==> src/rtl/i2s_tx_pkg.sv <==
package i2s_tx_pkg;

    typedef enum logic [1:0] {
        ST_HOLD = 2'd0,
        ST_SYNC = 2'd1,
        ST_RUN  = 2'd2
    } tx_state_t;

    localparam logic [1:0] AL_LEFT  = 2'd0;
    localparam logic [1:0] AL_I2S   = 2'd1;
    localparam logic [1:0] AL_RIGHT = 2'd2;

    localparam int SLOT_BITS  = 32;
    localparam int POS_W      = 6;

    // number of significant bits carried in a slot
    function automatic logic [5:0] sample_len(input logic w24);
        return w24 ? 6'd24 : 6'd16;
    endfunction

    // slot position of the sample MSB
    function automatic logic [5:0] first_bit(input logic [1:0] al, input logic w24);
        logic [5:0] f;
        unique case (al)
            AL_LEFT:  f = 6'd0;
            AL_I2S:   f = 6'd1;
            AL_RIGHT: f = 6'(SLOT_BITS) - sample_len(w24);
            default:  f = 6'd0;
        endcase
        return f;
    endfunction

endpackage

==> src/rtl/i2s_tx_ctrl.sv <==
module i2s_tx_ctrl
    import i2s_tx_pkg::*;
(
    input  logic             clk,
    input  logic             rst_n,
    input  logic             bit_tick,
    input  logic             frame_tick,
    input  logic             hold,
    input  logic             cfg_bad,
    input  logic             in_valid,
    input  logic [1:0]       cfg_align,
    input  logic             cfg_w24,
    output logic             load,
    output logic             active,
    output logic [POS_W-1:0] pos,
    output logic [5:0]       first_q,
    output logic [5:0]       len_q,
    output logic             underrun
);

    tx_state_t state_q, state_d;
    logic      frame_edge;
    logic      go;

    assign frame_edge = bit_tick & frame_tick;
    assign go         = ~hold & ~cfg_bad;

    // next-state logic
    always_comb begin
        state_d = state_q;
        unique case (state_q)
            ST_HOLD: if (go)              state_d = ST_SYNC;
            ST_SYNC: if (!go)             state_d = ST_HOLD;
                     else if (frame_edge) state_d = ST_RUN;
            ST_RUN:  if (!go)             state_d = ST_HOLD;
            default:                      state_d = ST_HOLD;
        endcase
    end

    // state register
    always_ff @(posedge clk) begin
        if (!rst_n) state_q <= ST_HOLD;
        else        state_q <= state_d;
    end

    // outputs of the state machine
    always_comb begin
        load   = 1'b0;
        active = 1'b0;
        unique case (state_q)
            ST_HOLD: ;
            ST_SYNC: load = frame_edge & go;
            ST_RUN: begin
                load   = frame_edge & go;
                active = 1'b1;
            end
            default: ;
        endcase
    end

    // bit position, captured format, underrun flag
    always_ff @(posedge clk) begin
        if (!rst_n) begin
            pos      <= '0;
            first_q  <= '0;
            len_q    <= 6'd16;
            underrun <= 1'b0;
        end else begin
            if (bit_tick) begin
                if (frame_tick) pos <= '0;
                else            pos <= pos + 1'b1;
            end
            if (load) begin
                first_q <= first_bit(cfg_align, cfg_w24);
                len_q   <= sample_len(cfg_w24);
                if (!in_valid) underrun <= 1'b1;
            end
        end
    end

endmodule

==> src/rtl/i2s_tx_lane.sv <==
module i2s_tx_lane
    import i2s_tx_pkg::*;
#(
    parameter int MAXW = 24
) (
    input  logic             clk,
    input  logic             rst_n,
    input  logic             load,
    input  logic [MAXW-1:0]  left_i,
    input  logic [MAXW-1:0]  right_i,
    input  logic             active,
    input  logic [POS_W-1:0] pos,
    input  logic [5:0]       first_q,
    input  logic [5:0]       len_q,
    output logic             sd
);

    localparam int IW = $clog2(MAXW);

    logic [MAXW-1:0] left_q, right_q;
    logic [MAXW-1:0] smp;
    int              qi, fi, wi, idx;

    always_ff @(posedge clk) begin
        if (!rst_n) begin
            left_q  <= '0;
            right_q <= '0;
        end else if (load) begin
            left_q  <= left_i;
            right_q <= right_i;
        end
    end

    // select the bit that belongs to the current slot position
    always_comb begin
        smp = pos[POS_W-1] ? right_q : left_q;
        qi  = int'(pos[POS_W-2:0]);
        fi  = int'(first_q);
        wi  = int'(len_q);
        idx = 0;
        sd  = 1'b0;
        if (active && qi >= fi && qi < fi + wi) begin
            idx = wi - 1 - (qi - fi);
            sd  = smp[idx[IW-1:0]];
        end
    end

endmodule

==> src/rtl/i2s_tx.sv <==
module i2s_tx
    import i2s_tx_pkg::*;
#(
    parameter int LANES = 4,
    parameter int MAXW  = 24
) (
    input  logic                    clk,
    input  logic                    rst_n,
    input  logic                    bit_tick,
    input  logic                    frame_tick,
    input  logic [1:0]              cfg_align,
    input  logic                    cfg_w24,
    input  logic                    cfg_slot32,
    input  logic                    cfg_mode8,
    input  logic                    cfg_split,
    input  logic                    hold,
    input  logic                    in_valid,
    output logic                    in_ready,
    input  logic [LANES*2*MAXW-1:0] in_data,
    output logic [LANES-1:0]        sd,
    output logic                    ws,
    output logic                    cfg_err,
    output logic                    underrun
);

    localparam int FIELD_W = 2 * MAXW;
    localparam int NARROW  = 16;

    logic             load;
    logic             active;
    logic [POS_W-1:0] pos;
    logic [5:0]       first_q;
    logic [5:0]       len_q;
    logic [MAXW-1:0]  wmask;

    assign cfg_err  = (cfg_w24 & ~cfg_slot32) | (cfg_align == 2'd3);
    assign in_ready = load;
    assign ws       = pos[POS_W-1];
    assign wmask    = cfg_w24 ? {MAXW{1'b1}} : MAXW'({NARROW{1'b1}});

    i2s_tx_ctrl u_ctrl (
        .clk        (clk),
        .rst_n      (rst_n),
        .bit_tick   (bit_tick),
        .frame_tick (frame_tick),
        .hold       (hold),
        .cfg_bad    (cfg_err),
        .in_valid   (in_valid),
        .cfg_align  (cfg_align),
        .cfg_w24    (cfg_w24),
        .load       (load),
        .active     (active),
        .pos        (pos),
        .first_q    (first_q),
        .len_q      (len_q),
        .underrun   (underrun)
    );

    for (genvar k = 0; k < LANES; k++) begin : g_lane
        logic [FIELD_W-1:0] field;
        logic [MAXW-1:0]    lo, hi, l_d, r_d;
        logic               lane_en;

        assign field   = in_data[k*FIELD_W +: FIELD_W];
        assign lo      = field[MAXW-1:0] & wmask;
        assign hi      = field[FIELD_W-1:MAXW] & wmask;
        assign lane_en = in_valid & ((k == 0) | cfg_mode8);
        assign l_d     = lane_en ? (cfg_split ? lo : hi) : '0;
        assign r_d     = lane_en ? (cfg_split ? hi : lo) : '0;

        i2s_tx_lane #(.MAXW(MAXW)) u_lane (
            .clk     (clk),
            .rst_n   (rst_n),
            .load    (load),
            .left_i  (l_d),
            .right_i (r_d),
            .active  (active),
            .pos     (pos),
            .first_q (first_q),
            .len_q   (len_q),
            .sd      (sd[k])
        );
    end

endmodule

==> config.mk <==
export PLATFORM = sky130hd
export DESIGN_NAME = i2s_tx
export DESIGN_NICKNAME = d
export VERILOG_FILES = /design/src/rtl/i2s_tx_pkg.sv /design/src/rtl/i2s_tx_ctrl.sv /design/src/rtl/i2s_tx_lane.sv /design/src/rtl/i2s_tx.sv
export SDC_FILE = /design/constraint.sdc
export NUM_CORES = 1
export LEC_CHECK = 0
export ABC_AREA = 1
export ABC_CLOCK_PERIOD_IN_PS = 4600
export BUFFER_PORTS_ARGS = -buffer_cell sky130_fd_sc_hd__buf_2
export CORE_MARGIN = 10
export CORE_UTILIZATION = 30
export CTS_BUF_LIST = sky130_fd_sc_hd__clkbuf_4
export DETAILED_ROUTE_END_ITERATION = 7
export SETUP_SLACK_MARGIN = 0.4
export SLEW_MARGIN = 10
export SYNTH_ARGS = -nofsm -noshare
export SYNTH_HDL_FRONTEND = slang
export SYNTH_SLANG_ARGS = --single-unit
==> constraint.sdc <==
create_clock -name clk -period 4.6 [get_ports clk]
set_input_delay 0.69 -clock clk [delete_from_list [all_inputs] [get_ports clk]]
set_output_delay 0.69 -clock clk [all_outputs]
set_load 0.02 [all_outputs]
# Yosys cells after proc, flatten, opt, wreduce, memory -nomap -nowiden

Index checks and enable logic that the tools add are counted.

Register bits: 212
Bits of input ports: 204
Logic and storage cells: 97

$lt $le $gt $ge: 3
Reduce and logical (&&, ||, !) cells: 6
Add/subtract/negate cells: 6
Multiplexer cells: 43
Bitwise operators: 18
Equality and inequality tests: 8

Operators with widths:

| kind                                                                 | count |
|---|---|
| 24-bit 2-to-1 mux                                                    | 21 |
| 24-bit bitwise AND                                                   | 8 |
| 6-bit by 32-bit < comparator with 1-bit output                       | 1 |
| 1-bit binary-select mux with 5-bit select                            | 4 |
| 6-bit one-hot mux with 2 select lines                                | 1 |
| 1-bit 2-to-1 mux                                                     | 10 |
| 5-bit subtractor                                                     | 2 |
| 2-bit 2-to-1 mux                                                     | 4 |
| 6-bit by 5-bit adder with 7-bit output                               | 1 |
| 6-bit by 1-bit adder with 6-bit output, second input constant        | 1 |
| 2-bit == test, second input constant                                 | 3 |
| 5-bit by 6-bit >= comparator with 1-bit output                       | 1 |
| 5-bit by 6-bit < comparator with 1-bit output, second input constant | 1 |
| 6-bit 2-to-1 mux                                                     | 1 |
| 2-bit one-hot mux with 3 select lines                                | 1 |
| 6-bit by 5-bit subtractor with 6-bit output, first input constant    | 1 |
| 1-bit bitwise AND                                                    | 5 |
| 5-bit by 1-bit subtractor with 5-bit output, second input constant   | 1 |
| 2-bit by 1-bit == test with 1-bit output, second input constant      | 2 |
| 4-bit 2-to-1 mux                                                     | 1 |
| 1-bit inverter                                                       | 4 |
| 3-bit by 2-bit != test with 1-bit output, second input constant      | 1 |
| 3-bit AND reduction                                                  | 1 |
| 1-bit logical AND                                                    | 2 |
| other kinds (6)                                                      | 6 |

# Longest topological paths before layout

Depth in word-level cells: 8
Depth in mapped cells: 15
Depth with buffers taken out: 12

# Hierarchy

Synthesis repeated with hierarchy kept, for this count alone.

Cell total of the unflattened synthesis: 2617
Area, all modules: 15822.7 µm²

Modules (own cells, without submodules):

| module                              | sequential area each (µm²) | instances | cells each | area an instance (µm²) |
|---|---|---|---|---|
| i2s_tx_lane at g_lane[1].u_lane ... | 960.9                      | 3         | 435        | 2941.6 |
| i2s_tx                              | 0.0                        | 1         | 777        | 3320.7 |
| i2s_tx_lane at g_lane[0].u_lane     | 960.9                      | 1         | 435        | 2932.8 |
| i2s_tx_ctrl                         | 260.2                      | 1         | 100        | 744.5 |

# Worst setup path after synthesis

No wires, ideal clock.

Path type: register to output
Start point: reg u_ctrl.pos[0]
End point: out sd[0]
Data arrival time: 2.122 ns
Path buffers: 3
Path slack: 1.788 ns
Data required time: 3.910 ns
Cell stages (with the launch flop): 16
Cells stage by stage: dfxtp_1 -> inv_1 -> ha_1 -> ha_1 -> ha_1 -> buf_2 -> clkinv_1 -> clkbuf_1 -> nand3_1 -> nand3_1 -> nand2_1 -> nand2_1 -> nand2_1 -> nand2_1 -> nor2_1 -> buf_4

Longest elaborated chain between the ends: 5
Elaborated cells between the ends (all ways): 9

Ends and longest elaborated chain:

| item                                      | line              | source |
|---|---|---|
| start, declared                           | i2s_tx_ctrl.sv:15 | `output logic [POS_W-1:0] pos,` |
| start signal, assigned                    | i2s_tx_ctrl.sv:71 | `else pos <= pos + 1'b1;` |
| 5-bit subtractor (2 in a row)             | i2s_tx_lane.sv:43 | `idx = wi - 1 - (qi - fi);` |
| 1-bit binary-select mux with 5-bit select | i2s_tx_lane.sv:44 | `sd = smp[idx[IW-1:0]];` |
| 1-bit 2-to-1 mux (not written as such)    | i2s_tx_lane.sv:44 |  |
| 1-bit 2-to-1 mux *                        | i2s_tx_lane.sv:42 | `if (active && qi >= fi && qi < fi + wi) begin` |
| end, declared                             | i2s_tx.sv:20      | `output logic [LANES-1:0] sd,` |

Every way passes the cells marked *; elsewhere a longest branch is shown, timed or not. The select of a mux whose other input is x is not followed.

# Final worst setup path

Start point: reg u_ctrl.pos[0]
End point: out sd[2]

The elaborated chain is that of the path after synthesis.

==> flow_metrics.py <==
metrics = {
    "setup_path": {
        "r2r_start": "u_ctrl.state_q[0]$_SDFFE_PN0P_",
        "r2r_end": "g_lane[0].u_lane.right_q[18]$_SDFFE_PN0P_",
        "critPathArrivalTime_ps": 3270,
        "crit_fanout": 49,
        "slowest_stage": "buf_4",
        "cp_common_cell": "nand2_1",
        "end_kind": "output port",
        "cp.required_ps": 3910,
        "setup.worst_path.start_class": "register",
        "crit_start": "u_ctrl.pos[0]$_SDFFE_PN0P_",
        "slowest_delay_ps": 500,
        "crit_type": "reg2out",
        "reg2reg_depth": 7,
        "r2r_setup_slack_ps": 1980,
        "critical_path.cell_chain": "inv_1, ha_2, buf_4, nand3_1, nand3_1, nand3_1, nand2_1, nand2_1, nand2_1, nand2_1, nor2_1, buf_2",
    },
    "power_and_ir_drop": {
        "power.total_mw": 4.60,
        "p_leak_nw": 6.22,
        "p_per_area_nw_per_um2": 313,
        "vdd_drop_max_uv": 118,
    },
    "die": {
        "initial_core_util_pct": 30.5,
        "die_width_um": 227,
        "dieArea_um2": 51600,
        "coreArea_um2": 42200,
        "ios": 212,
        "row_count": 75,
        "die_y_um": 227,
    },
    "global_routing": {
        "grt_pass1_vias": 13200,
        "grt_antenna_before_repair": 3,
        "grt_usage_pct": 16.6,
        "overflow": 0,
        "grt_first_pass_wirelength_um": 69500,
        "grt_max_degree": 147,
    },
    "run_status": {
        "status": "finished, final reports clean",
    },
    "timing": {
        "final-max-slew-violation-count": 0,
        "fin_crit_sh_pct": 86.1,
        "setup_tns_ps": 0,
        "setup_viol": 0,
        "fin_crit_ps": 3960,
        "rsz0062_at_grt": "no",
        "tightestPinTransition_ps": 1030,
        "fin_skew_ps": 29.6,
        "hold_viol": 0,
        "maxSlewHeadroom_pct": 31.4,
        "max_clock_freq_mhz": 252,
        "fin_hold_ws_ps": 328,
    },
    "clock_tree": {
        "cts_buffers": 58,
        "cts_tree": "yes",
        "cts-htree-levels": 2,
        "clk_pin_slew_ps": 80,
        "cts_hold_buf": 0,
        "clock_sink_count": 205,
        "cts_buffer_depth": 3,
        "root_buffer": "clkbuf_4",
        "clk-insertion-delay-late_ps": 680,
    },
    "finish": {
        "area_growth_pct": 14.2,
        "fin_nets": 2417,
        "final_area_um2": 14700,
        "fin_cells": 2781,
        "fillers": 4693,
        "drive_gt1_share_pct": 17.2,
    },
    "place": {
        "portBuffers": 211,
        "gp_congestion": 0.837,
        "placed_cell_area_um2": 14000,
        "dp.cells": 2674,
        "hpwl_um": 31300,
    },
    "synth": {
        "synth_cell_types": 34,
        "avgSynthCellArea_um2": 6.18,
        "synth_fp_nets": 2307,
        "synth_cells": 2085,
        "synthesis.area_um2": 12900,
        "ys_warn_count": 0,
        "synth.yosys.seq_area_share_pct": 31.8,
        "synth_seq_cells": 205,
    },
    "detailed_routing": {
        "num_vias": 14000,
        "drt_iter0_drc": 1031,
        "wirelength_um": 44300,
        "routedWlPerCell_um": 15.9,
        "drt-vias-per-instance": 5.02,
        "first_pass_iters": 7,
        "drc": 0,
        "ant_nets": 0,
    },
    "min_path": {
        "hold_start": "bit_tick",
        "hold_path_end": "u_ctrl.pos[0]$_SDFFE_PN0P_",
        "whs_path_depth": 3,
        "hold_path.class": "in2reg",
    },
    "run": {
        "drv_cap": 0,
    },
}
[routing by layer]
metal,wire [µm],GRT usage (%),up-vias
met4,1100,5.22,0
met1,20200,21.9,6409
met3,2760,2.97,73
met5,0,0,-
li1,-,-,7059
met2,20200,26.9,411
[cell usage in the layout (no fill, tap or decap), types with 2 or more instances in the layout]
cell	n
a211oi_1	4
a211oi_2	12
a21oi_1	234
a21oi_2	8
a31oi_1	16
buf_2	209
buf_4	21
clkbuf_4	92
clkinv_1	12
clkinv_2	4
dfxtp_1	204
diode_2	2
ha_1	16
inv_1	198
inv_2	3
inv_4	2
inv_6	2
nand2_1	493
nand3_1	172
nand4_1	18
nor2_1	185
nor3_1	7
nor3_2	16
o211ai_1	20
o211ai_2	6
o21ai_0	258
o21ai_1	14
[through the flow]
stage	setup WS (ps)	util [%]
2_1_floorplan	1790	-
3_3_place_gp	1050	33.0
3_5_place_dp	988	33.0
4_1_cts	451	34.8
5_1_grt	417	34.9
6_report	639	34.9
[state kept, by name, indices dropped and copies added, names as in the netlist]
signal	count
u_ctrl.len_q	1
u_ctrl.underrun	1
g_lane.u_lane.left_q	96
g_lane.u_lane.right_q	96
u_ctrl.state_q	2
u_ctrl.first_q	3
u_ctrl.pos	6
[synthesized netlist by cell type (all sizes together)]
master,instances,area (µm²)
a211oi,16,180
a21o,1,7.51
a21oi,242,1240
a31oi,16,100
buf,76,479
clkbuf,106,399
clkinv,5,18.8
dfxtp,205,4100
fa,1,20.0
ha,17,213
inv,204,766
nand2,494,1850
nand3,173,871
nand4,19,125
nor2,185,694
nor3,23,195
o211ai,26,225
o21ai,272,1360
or2,1,6.26
xnor2,2,17.5
xor2,1,8.76
[power by group]
group	total (mW)	leakage, nW	internal, mW	switching, mW
combinational	0.972	4.11	0.326	0.646
clock	1.68	0.451	0.900	0.783
sequential	1.95	1.66	1.89	0.0557
total	4.60	6.22	3.12	1.48
[worst max path at each step]
stage | to | slack [ps]
after detailed placement | g_lane[3].u_lane.left_q[20]$_SDFFE_PN0P_ | 990
after CTS | sd[1] | 450
after global routing | sd[1] | 420
after global placement | g_lane[3].u_lane.left_q[20]$_SDFFE_PN0P_ | 1050
final | sd[2] | 640
after floorplan | sd[0] | 1790
[layout make-up]
cell class | count | area, µm² | area share [%]
clock buffer | 92 | 691 | 4.69
sequential | 205 | 4110 | 27.9
tap | 539 | 674 | 4.58
antenna | 2 | 5.00 | 0.0340
timing repair buffer | 232 | 1230 | 8.39
inverter | 209 | 805 | 5.46
clock inverter | 13 | 52.6 | 0.357
multi-input combinational | 1489 | 7150 | 48.6
[kinds of logic after synthesis]
| family | synth area share, % |
|---|---|
| adders and majority gates | 1.81 |
| DFF | 31.8 |
| and+or+nand+nor | 29.1 |
| AOI/OAI and AO/OA | 24.2 |
| xor gates and xnor gates | 0.204 |
| buffers and inverters | 12.9 |
[what timing repair did]
action | CTS | global route
endpoints found under the setup margin | 0 | 4
resized for setup | 0 | 6
buffers inserted | 0 | 0
[critical path, delay by kind of cell (launching register included)]
kind	cells	cell delay (ps)
DFF	1	370
and+or+nand+nor	8	1040
adders and majority gates	1	360
buffers and inverters	3	770
No activity file was read; power rests on OpenSTA's default activity.
